### src/rtl/serial_frame_rx.sv
module serial_frame_rx #(
  parameter int CLK_HZ    = 100_000_000,
  parameter int BAUD      = 115_200,
  parameter int DATA_BITS = 8,
  parameter int STOP_BITS = 1,
  parameter bit MSB_FIRST = 1'b0
) (
  input  logic                 clk,
  input  logic                 rst_n,
  input  logic                 rx_line,
  output logic [DATA_BITS-1:0] rx_data,
  output logic                 rx_valid,
  output logic                 rx_frame_err,
  output logic                 rx_busy
);

  localparam int OS_RAW = CLK_HZ / (BAUD * 16);
  localparam int OS_DIV = (OS_RAW < 1) ? 1 : OS_RAW;
  localparam int DIV_W  = (OS_DIV > 1) ? $clog2(OS_DIV) : 1;
  localparam int TOTAL  = DATA_BITS + STOP_BITS;
  localparam int CNT_W  = $clog2(TOTAL + 1);
  localparam logic [DIV_W-1:0] DIV_LAST = DIV_W'(OS_DIV - 1);
  localparam logic [3:0] HALF_BIT = 4'd7;
  localparam logic [3:0] FULL_BIT = 4'd15;

  typedef enum logic [1:0] {S_IDLE, S_WAIT, S_SHIFT} state_t;

  state_t               state;
  logic                 sync1, rx_s, rx_prev;
  logic [DIV_W-1:0]     div_cnt;
  logic [3:0]           os_cnt;
  logic                 in_start, ferr_acc;
  logic [CNT_W-1:0]     bit_cnt;
  logic [DATA_BITS-1:0] shreg, shifted;
  logic                 tick, fall;

  assign tick    = (div_cnt == DIV_LAST);
  assign fall    = rx_prev & ~rx_s;
  assign rx_busy = (state != S_IDLE);

  generate
    if (MSB_FIRST) begin : g_msb
      assign shifted = {shreg[DATA_BITS-2:0], rx_s};
    end else begin : g_lsb
      assign shifted = {rx_s, shreg[DATA_BITS-1:1]};
    end
  endgenerate

  always_ff @(posedge clk or negedge rst_n) begin
    if (!rst_n) begin
      sync1   <= 1'b1;
      rx_s    <= 1'b1;
      rx_prev <= 1'b1;
    end else begin
      sync1   <= rx_line;
      rx_s    <= sync1;
      rx_prev <= rx_s;
    end
  end

  always_ff @(posedge clk or negedge rst_n) begin
    if (!rst_n)                      div_cnt <= '0;
    else if (state == S_IDLE && fall) div_cnt <= '0;
    else if (tick)                   div_cnt <= '0;
    else                             div_cnt <= div_cnt + 1'b1;
  end

  always_ff @(posedge clk or negedge rst_n) begin
    if (!rst_n) begin
      state        <= S_IDLE;
      os_cnt       <= HALF_BIT;
      in_start     <= 1'b1;
      ferr_acc     <= 1'b0;
      bit_cnt      <= CNT_W'(TOTAL);
      shreg        <= '0;
      rx_data      <= '0;
      rx_valid     <= 1'b0;
      rx_frame_err <= 1'b0;
    end else begin
      rx_valid     <= 1'b0;
      rx_frame_err <= 1'b0;
      case (state)
        S_IDLE: begin
          bit_cnt  <= CNT_W'(TOTAL);
          ferr_acc <= 1'b0;
          in_start <= 1'b1;
          os_cnt   <= HALF_BIT;
          if (fall) state <= S_WAIT;
        end
        S_WAIT: begin
          if (tick) begin
            if (os_cnt == 4'd0) state <= S_SHIFT;
            else                os_cnt <= os_cnt - 4'd1;
          end
        end
        S_SHIFT: begin
          os_cnt <= FULL_BIT;
          if (in_start) begin
            if (rx_s) begin
              state <= S_IDLE;
            end else begin
              in_start <= 1'b0;
              state    <= S_WAIT;
            end
          end else begin
            bit_cnt <= bit_cnt - 1'b1;
            if (bit_cnt > CNT_W'(STOP_BITS)) shreg <= shifted;
            else if (!rx_s)                  ferr_acc <= 1'b1;
            if (bit_cnt == CNT_W'(1)) begin
              state        <= S_IDLE;
              rx_valid     <= 1'b1;
              rx_data      <= shreg;
              rx_frame_err <= ferr_acc | ~rx_s;
            end else begin
              state <= S_WAIT;
            end
          end
        end
        default: state <= S_IDLE;
      endcase
    end
  end

  assert_err_with_valid_R9: assert property (@(posedge clk) disable iff (!rst_n)
    rx_frame_err |-> rx_valid);

  assert_valid_not_busy_R5: assert property (@(posedge clk) disable iff (!rst_n)
    rx_valid |-> !rx_busy);

  assert_valid_pulse_R4: assert property (@(posedge clk) disable iff (!rst_n)
    rx_valid |=> !rx_valid);

  assert_data_hold_R4: assert property (@(posedge clk) disable iff (!rst_n)
    !$stable(rx_data) |-> rx_valid);

  assert_busy_on_edge_R11: assert property (@(posedge clk) disable iff (!rst_n)
    $rose(rx_busy) |-> $past(fall));

  assert_valid_after_shift_R6: assert property (@(posedge clk) disable iff (!rst_n)
    rx_valid |-> $past(state) == S_SHIFT);

endmodule

### config.mk
export PLATFORM = sky130hd
export DESIGN_NAME = serial_frame_rx
export DESIGN_NICKNAME = d
export VERILOG_FILES = /design/src/rtl/serial_frame_rx.sv
export SDC_FILE = /design/constraint.sdc
export NUM_CORES = 1
export LEC_CHECK = 0
export BUFFER_PORTS_ARGS = -buffer_cell sky130_fd_sc_hd__buf_2
export CAP_MARGIN = 20
export CORE_MARGIN = 4
export CORE_UTILIZATION = 63
export DETAILED_ROUTE_END_ITERATION = 7
export PLACE_DENSITY = 0.9
export RECOVER_POWER = 100
export SLEW_MARGIN = 10
export SYNTH_ARGS = -nofsm -noshare
export SYNTH_HDL_FRONTEND = slang
export SYNTH_SLANG_ARGS = --single-unit
export TNS_END_PERCENT = 100
### constraint.sdc
create_clock -name clk -period 4.2 [get_ports clk]
set_input_delay 0.84 -clock clk [delete_from_list [all_inputs] [get_ports clk]]
set_output_delay 0.84 -clock clk [all_outputs]
set_load 0.005 [all_outputs]
Word-level counts from Yosys, hierarchy flattened
Cells that the tools add are included.
- add/sub/neg operators: 3
- $lt $le $gt $ge: 1
- equal/unequal tests: 11
- muxes and demuxes: 27
- bitwise operators: 4
- reductions and logical operators: 12
- operators with widths (operator ; number):
    $ne 2x2->1 const B ; 7
    $mux 1 ; 13
    $mux 4 ; 3
    $mux 6 ; 2
    $pmux 4 s3 ; 1
    $reduce_and 3->1 ; 4
    $mux 2 ; 4
    $pmux 4 s2 ; 1
    $sub 4x1->4 const B ; 2
    $add 6x1->6 const B ; 1
    $eq 6x6->1 const B ; 1
    $pmux 2 s3 ; 1
    $eq 4x1->1 const B ; 1
    $gt 4x1->1 const B ; 1
    $logic_not 4->1 ; 1
    $pmux 1 s2 ; 2
    $reduce_and 4->1 ; 1
    $reduce_bool 2->1 ; 2
    $reduce_bool 3->1 ; 1
    $eq 2x1->1 const B ; 1
    $eq 2x2->1 const B ; 1
    $logic_not 2->1 ; 1
    $not 1->1 ; 2
    $reduce_and 2->1 ; 1
    other kinds (3) ; 3
- register bits after elaboration: 39
- input bits: 3
- output and inout port bits: 11

Depth between registers and ports, before layout
Gate-level depths: netlist (run 1).
- word-level depth: 5
- gate-level depth with buffers: 6
- mapped depth without buffers: 6

Worst setup path after synthesis (run 1)
No wires, ideal clock.
- path kind: register to register
- start: register bit_cnt[0]
- end: register state[0]
- arrival: 1.529 ns
- data required time: 4.075 ns
- setup slack: 2.546 ns
- cell stages (with the launch flop): 6
- path buffers: 0
- cells stage by stage: dfstp_2 ha_1 or4b_1 nand3_1 a21oi_1 mux2_2
- longest elaborated chain between the ends: 4
- RTL lines (element ; line ; source):
    from (decl) ; 33 ; logic [CNT_W-1:0] bit_cnt;
    from (signal assigned) ; 74 ; bit_cnt <= CNT_W'(TOTAL);
    from (signal assigned) ; 84 ; bit_cnt <= CNT_W'(TOTAL);
    from (signal assigned) ; 106 ; bit_cnt <= bit_cnt - 1'b1;
    $eq 4x1->1 ; 109 ; if (bit_cnt == CNT_W'(1)) begin
    $mux 1 ; 109 ;
    $mux 2 ; 98 ; if (in_start) begin
    $pmux 2 s3 ; 82 ; case (state)
    to (signal assigned) ; 100 ; state <= S_IDLE;
    to (signal assigned) ; 103 ; state <= S_WAIT;
    to (signal assigned) ; 110 ; state <= S_IDLE;
    to (decl) ; 28 ; state_t state;
No other way between the ends.
A chain may end at the register's enable or synchronous reset.

Worst setup path after layout (run 1)
- start: register state[1]
- end: output port rx_busy
- longest elaborated chain between the ends: 1
- RTL lines (element ; line ; source):
    from (signal assigned) ; 70 ; state <= S_IDLE;
    from (signal assigned) ; 88 ; if (fall) state <= S_WAIT;
    from (signal assigned) ; 92 ; if (os_cnt == 4'd0) state <= S_SHIFT;
    $reduce_bool 2->1 ; 39 ; assign rx_busy = (state != S_IDLE);
    to (decl) ; 14 ; output logic rx_busy
No other way between the ends.

==> results of run 1 <==
layer usage:
layer / up-vias / share of wire, %
li1: 558 / -
met1: 554 / 43
met2: 19 / 51
met3: 6 / 4.6
met4: 0 / 1.5
met5: - / 0
where the power goes:
group | switching [mW] | internal, mW | total (mW)
clock | 0.122 | 0.0639 | 0.186
sequential | 0.0486 | 0.434 | 0.482
combinational | 0.128 | 0.0960 | 0.224
total | 0.299 | 0.594 | 0.892
cell type report:
class / count / area, um^2 / area share (%)
sequential: 39 / 987.2 / 51.53
multi-input combinational: 98 / 733.2 / 38.28
timing repair buffer: 13 / 57.56 / 3.005
inverter: 11 / 41.29 / 2.155
tap: 31 / 38.79 / 2.025
clock buffer: 5 / 37.54 / 1.960
clock inverter: 3 / 20.02 / 1.045
per-stage QoR:
stage	power (mW)	area, um^2
5_1_grt	0.9616	1916
2_1_floorplan	0.6541	1785
3_3_place_gp	0.6983	1874
4_1_cts	0.9067	1932
6_report	0.8921	1916
3_5_place_dp	0.7188	1874
cell families (layout without fill, tap and decap cells):
logic type      Yosys count  count (layout)
flops                    39              39
mux                      20              20
compound gates           23              23
buf+inv                  13              32
fa+ha+maj                10              10
xor+xnor                  7               7
simple gates             38              38
path summary, 6_finish.rpt:
| kind | end | slack (ps) | cells past startpoint |
|---|---|---|---|
| max reg2reg | rx_data[1] | 2220 | 5 |
| max in group asynchronous | shreg[1] | 2070 | 1 |
| min in group asynchronous | shreg[4] | 1020 | 1 |
| min | rx_s | 370 | 0 |
| max | rx_busy | 1970 | 4 |
| min reg2reg | rx_s | 370 | 0 |
placed cells by master (no fill, tap or decap), types with 3 or more instances in the layout:
| cell | synthesis | layout |
|---|---|---|
| dfrtp_1 | 30 | 30 |
| nand3_1 | 4 | 5 |
| clkbuf_4 | 0 | 5 |
| ha_1 | 10 | 10 |
| a21oi_1 | 7 | 8 |
| clkbuf_1 | 1 | 6 |
| mux2_2 | 19 | 19 |
| nand2b_1 | 3 | 3 |
| o22ai_1 | 3 | 3 |
| xnor2_1 | 4 | 4 |
| nor2_1 | 13 | 13 |
| inv_1 | 11 | 11 |
| xor2_1 | 3 | 3 |
| o21ai_0 | 6 | 6 |
| dfstp_2 | 9 | 7 |
| nand2_1 | 6 | 6 |
| buf_2 | 0 | 7 |
worst max-delay path, stage by stage, from the launching register on:
cell      delay, ps
dfrtp_1         420
inv_1           110
ha_1            260
inv_1           120
clkbuf_1        120
flip-flops by register name, indices dropped and copies added (netlist names):
signal and count:
bit_cnt 4, div_cnt 6, ferr_acc 1, in_start 1
os_cnt 4, rx_data 8, rx_frame_err 1, rx_prev 1
rx_s 1, rx_valid 1, shreg 8, state 2
sync1 1
==> flow_summary.json, run 1 <==
{
  "status": "complete, but fails checks",
  "violations": "capacitance limit, slew limit",
  "grt_pass1_wl_mm": 5.202,
  "yosysSeqAreaShare_pct": 55.29,
  "start_util_pct": 65.31,
  "synthToLayoutAreaGrowth_pct": 7.288,
  "post-synth-top-count-cell": "dfrtp_1",
  "wirelength_mm": 2.862,
  "slew_violations": 40,
  "netlist_top_cells_count": "30 x dfrtp_1, 19 x mux2_2, 13 x nor2_1",
  "via_per_inst": 5.685,
  "worstHoldStart": "sync1",
  "chipWidth_um": 61.24,
  "port_buffers": 13,
  "met2_usage_pct": 30.82,
  "std_cell_rows": 19,
  "synth_edf_count": 0,
  "synthArstFlopShare_pct": 100.0,
  "whs_ps": 373.9,
  "dp_hpwl_mm": 2.184,
  "clk_latency_ps": 340,
  "synthTopCellsByArea": "dfrtp_1 42%, dfstp_2 13%, mux2_2 12%",
  "crit_arrival_ps": 1390,
  "ys_seq_elements": 39,
  "drc": 0,
  "startpoint": "state[1]",
  "clock_skew_ps": 5.595,
  "layout_min_cycle_time_ps": 2227,
  "cts_resized": 0,
  "grt-ovfl-total": 0,
  "grt_pass1_vias": 1145,
  "yosysTopAreaCell": "dfrtp_1",
  "yosysWarnings": 0,
  "synth_xor_area_share_pct": 3.434,
  "rsz0062_at_grt": "no",
  "synthDistinctLibCells": 33,
  "drtIter0Drc": 48,
  "grt_antenna_before_repair": 0,
  "hold_class": "reg2reg",
  "pre_cts_ws_ps": 2338,
  "tightest_slew_ps": 1936,
  "drive_gt1_share_pct": 24.26,
  "synthCells": 150,
  "finalHoldViolations": 0,
  "dp_cells": 192,
  "min_period_over_period_pct": 53.02,
  "fmax_mhz": 449.1,
  "maxSlewHeadroom_pct": -29.04,
  "drt.antenna.violating_nets": 0,
  "cts_max_level": 2,
  "die_y_um": 61.24,
  "grt_usage_pct": 19.19,
  "maxCapViolations": 1,
  "first_pass_iters": 4,
  "nNetsFinal": 181,
  "die-area_mm2": 0.003750,
  "ir_worst_vdd_v": 0.0004582,
  "final_cells": 200,
  "synth_nets": 163,
  "grt_busiest_layer": "met2",
  "synth_top_family_by_area": "multiplexers",
  "post-cts-setup-buffer-count": 0,
  "routabilityCongestion": 1.009,
  "cts.sinks": 39,
  "cp_max_fo": 6,
  "synthSimpleGateAreaFrac_pct": 10.79,
  "start_kind": "register",
  "synth_top_area_share_pct": 42.05,
  "required_ps": 3360,
  "grt_max_degree": 40,
  "setup-violations-final": 0,
  "io_pins": 14,
  "use_met1_pct": 24.52,
  "power.density_mw_per_mm2": 465.7,
  "cts_root_buf": "clkbuf_4",
  "timing.rr.start": "state[0]",
  "use_met3_pct": 5.870,
  "n_antenna_cell": 0,
  "post-route-util_pct": 70.07,
  "cts_hold_buffers": 0,
  "cts_buffer_depth": 2,
  "synthFlopType": "dfrtp_1",
  "fin_ws_ps": 1973,
  "synthMuxAreaShare_pct": 12.54,
  "critical_path_class": "reg2out",
  "clk_pin_slew_ps": 120,
  "syn_area_per_cell_um2": 11.90,
  "cts_tree": "done",
  "synth_fa_ha_area_share_pct": 7.008,
  "cts-buffers-inserted": 5,
  "cp-end-kind": "output pin",
  "syn_area_mm2": 0.001785,
  "wire_per_inst_um": 14.31,
  "synth-compound-area-share_pct": 7.779,
  "fillers": 205,
  "vias": 1137,
  "core_area_mm2": 0.002734,
  "fin_setup_tns_ps": 0,
  "p_leak_nw": 0.9414
}
Power figures use the tool's default switching activity.
==> inputs of run 2 (changes only) <==
CORE_UTILIZATION = 58   (was 63)
PLACE_DENSITY = 0.84   (was 0.9)
clock period = 2.1 ns   (was 4.2 ns; I/O delays follow)
==> flow_summary.json, run 2 (synthesis gave the netlist of run 1 again) <==
{
  "clk_latency_ps": 350,
  "layout_min_cycle_time_ps": 1872,
  "fmax_mhz": 534.1,
  "critical_path_class": "reg2reg",
  "required_ps": 2340,
  "finalHoldViolations": 0,
  "core_area_mm2": 0.002853,
  "power_frac_comb_pct": 23.9,
  "via_per_inst": 5.830,
  "port_buffers": 13,
  "wire_per_inst_um": 15.03,
  "startpoint": "state[0]",
  "final_cells": 200,
  "swShare_pct": 31.68,
  "p_seq_share_pct": 49.9,
  "status": "finished clean",
  "cts_max_level": 2,
  "drt.antenna.violating_nets": 0,
  "post-cts-setup-buffer-count": 0,
  "ir_worst_vdd_v": 0.0007308,
  "final_common_cell": "dfrtp_1",
  "reg2reg_slack_ps": 230,
  "clkPwrFrac_pct": 26.2,
  "clk_pin_slew_ps": 130,
  "cts_buffer_depth": 2,
  "wirelength_mm": 3.005,
  "cp_max_fo": 12,
  "grt_max_degree": 40,
  "register_area_um2": 987.2,
  "drive_gt1_share_pct": 26.63,
  "timing.rr.start": "state[0]",
  "hold_class": "in2async",
  "tightest_slew_ps": 809.2,
  "ff2ff_path_depth": 5,
  "drc": 0,
  "design_area_mm2": 0.001953,
  "grt_pass1_wl_mm": 5.444,
  "dp_cells": 192,
  "reg_top3": "rx_data x8, shreg x8, div_cnt x6",
  "cp-end-kind": "register",
  "p_switching_uw": 607.3,
  "placed_area_mm2": 0.001874,
  "vias": 1166,
  "rsz0062_at_grt": "no",
  "power.density_mw_per_mm2": 981.5,
  "final_cell_mix": "30 x dfrtp_1, 19 x mux2_2, 12 x nor2_1",
  "p_leak_nw": 0.9664,
  "std_cell_rows": 19,
  "cts.sinks": 39,
  "routabilityCongestion": 0.8240,
  "fin_ws_ps": 227.6,
  "cts_root_buf": "clkbuf_4",
  "slew_violations": 0,
  "grt_pass1_vias": 1198,
  "nNetsFinal": 181,
  "grt_usage_pct": 17.50,
  "fin_setup_tns_ps": 0,
  "n_antenna_cell": 0,
  "grt_antenna_before_repair": 0,
  "internal-power_mw": 1.310,
  "pre_cts_ws_ps": 185.7,
  "start_util_pct": 62.59,
  "maxCapViolations": 0,
  "post-route-util_pct": 68.46,
  "synthToLayoutAreaGrowth_pct": 9.390,
  "multiInputGateArea_um2": 744.5,
  "io_pins": 14,
  "die-area_mm2": 0.004030,
  "worstReg2RegEnd": "rx_data[7]",
  "min_period_over_period_pct": 89.16,
  "grt-ovfl-total": 0,
  "chipWidth_um": 63.49,
  "dp_hpwl_mm": 2.196,
  "clock_skew_ps": 15.51,
  "die_y_um": 63.49,
  "start_kind": "register",
  "crit_path_end": "rx_data[7]",
  "cts-buffers-inserted": 5,
  "first_pass_iters": 6,
  "crit_arrival_ps": 2110,
  "cts_tree": "done",
  "setup-violations-final": 0,
  "fillers": 204,
  "maxSlewHeadroom_pct": 46.05,
  "drtIter0Drc": 49
}
## run 2: layout make-up
type                    count  area share, %
repair buffers             13          3.075
well taps                  31          1.986
clock buffers               5          1.922
flip-flops and latches     39          50.54
multi-input cells          98          38.12
clock inverters             3          2.242
inverters                  11          2.114
## run 2: worst max-delay path, cell delays in order, from the launching register on
cell	delay, ps
dfrtp_1	430
inv_1	100
ha_1	400
and2b_1	220
nand3_2	250
mux2_2	360
## run 2: power groups by stage
stage | combinational, mW | sequential, mW | clock (mW)
6_report | 0.458 | 0.957 | 0.502
5_1_grt | 0.540 | 0.978 | 0.547
4_1_cts | 0.464 | 0.960 | 0.518
3_5_place_dp | 0.461 | 0.975 | 0
3_3_place_gp | 0.440 | 0.969 | 0
2_1_floorplan | 0.356 | 0.952 | 0
## run 2: what timing repair did
action                                  4_1_cts  5_1_grt
resized for setup                             0        1
hold buffers                                  0        0
endpoints found under the setup margin        0        2
## run 2: worst min-delay path by stage
stage,from,end,slack [ps]
finish,rst_n,rx_data[1],140
detailed placement,sync1,rx_s,350
global placement,sync1,rx_s,350
global route,rx_line,sync1,120
CTS,rx_line,sync1,130
floorplan,rst_n,bit_cnt[1],120
## run 2: routing by layer
metal | vias up | part of all wire, % | GRT usage (%)
li1 | 556 | - | -
met1 | 578 | 44 | 20.77
met2 | 22 | 50 | 28.81
met3 | 10 | 4.0 | 4.618
met4 | 0 | 2.5 | 9.434
met5 | - | 0 | 0
## run 2: metrics by stage
step	power, mW	hold slack, ps
3_3_place_gp	1.409	346.2
4_1_cts	1.942	130.0
6_report	1.917	136.3
5_1_grt	2.065	116.4
3_5_place_dp	1.436	354.8
2_1_floorplan	1.308	124.4
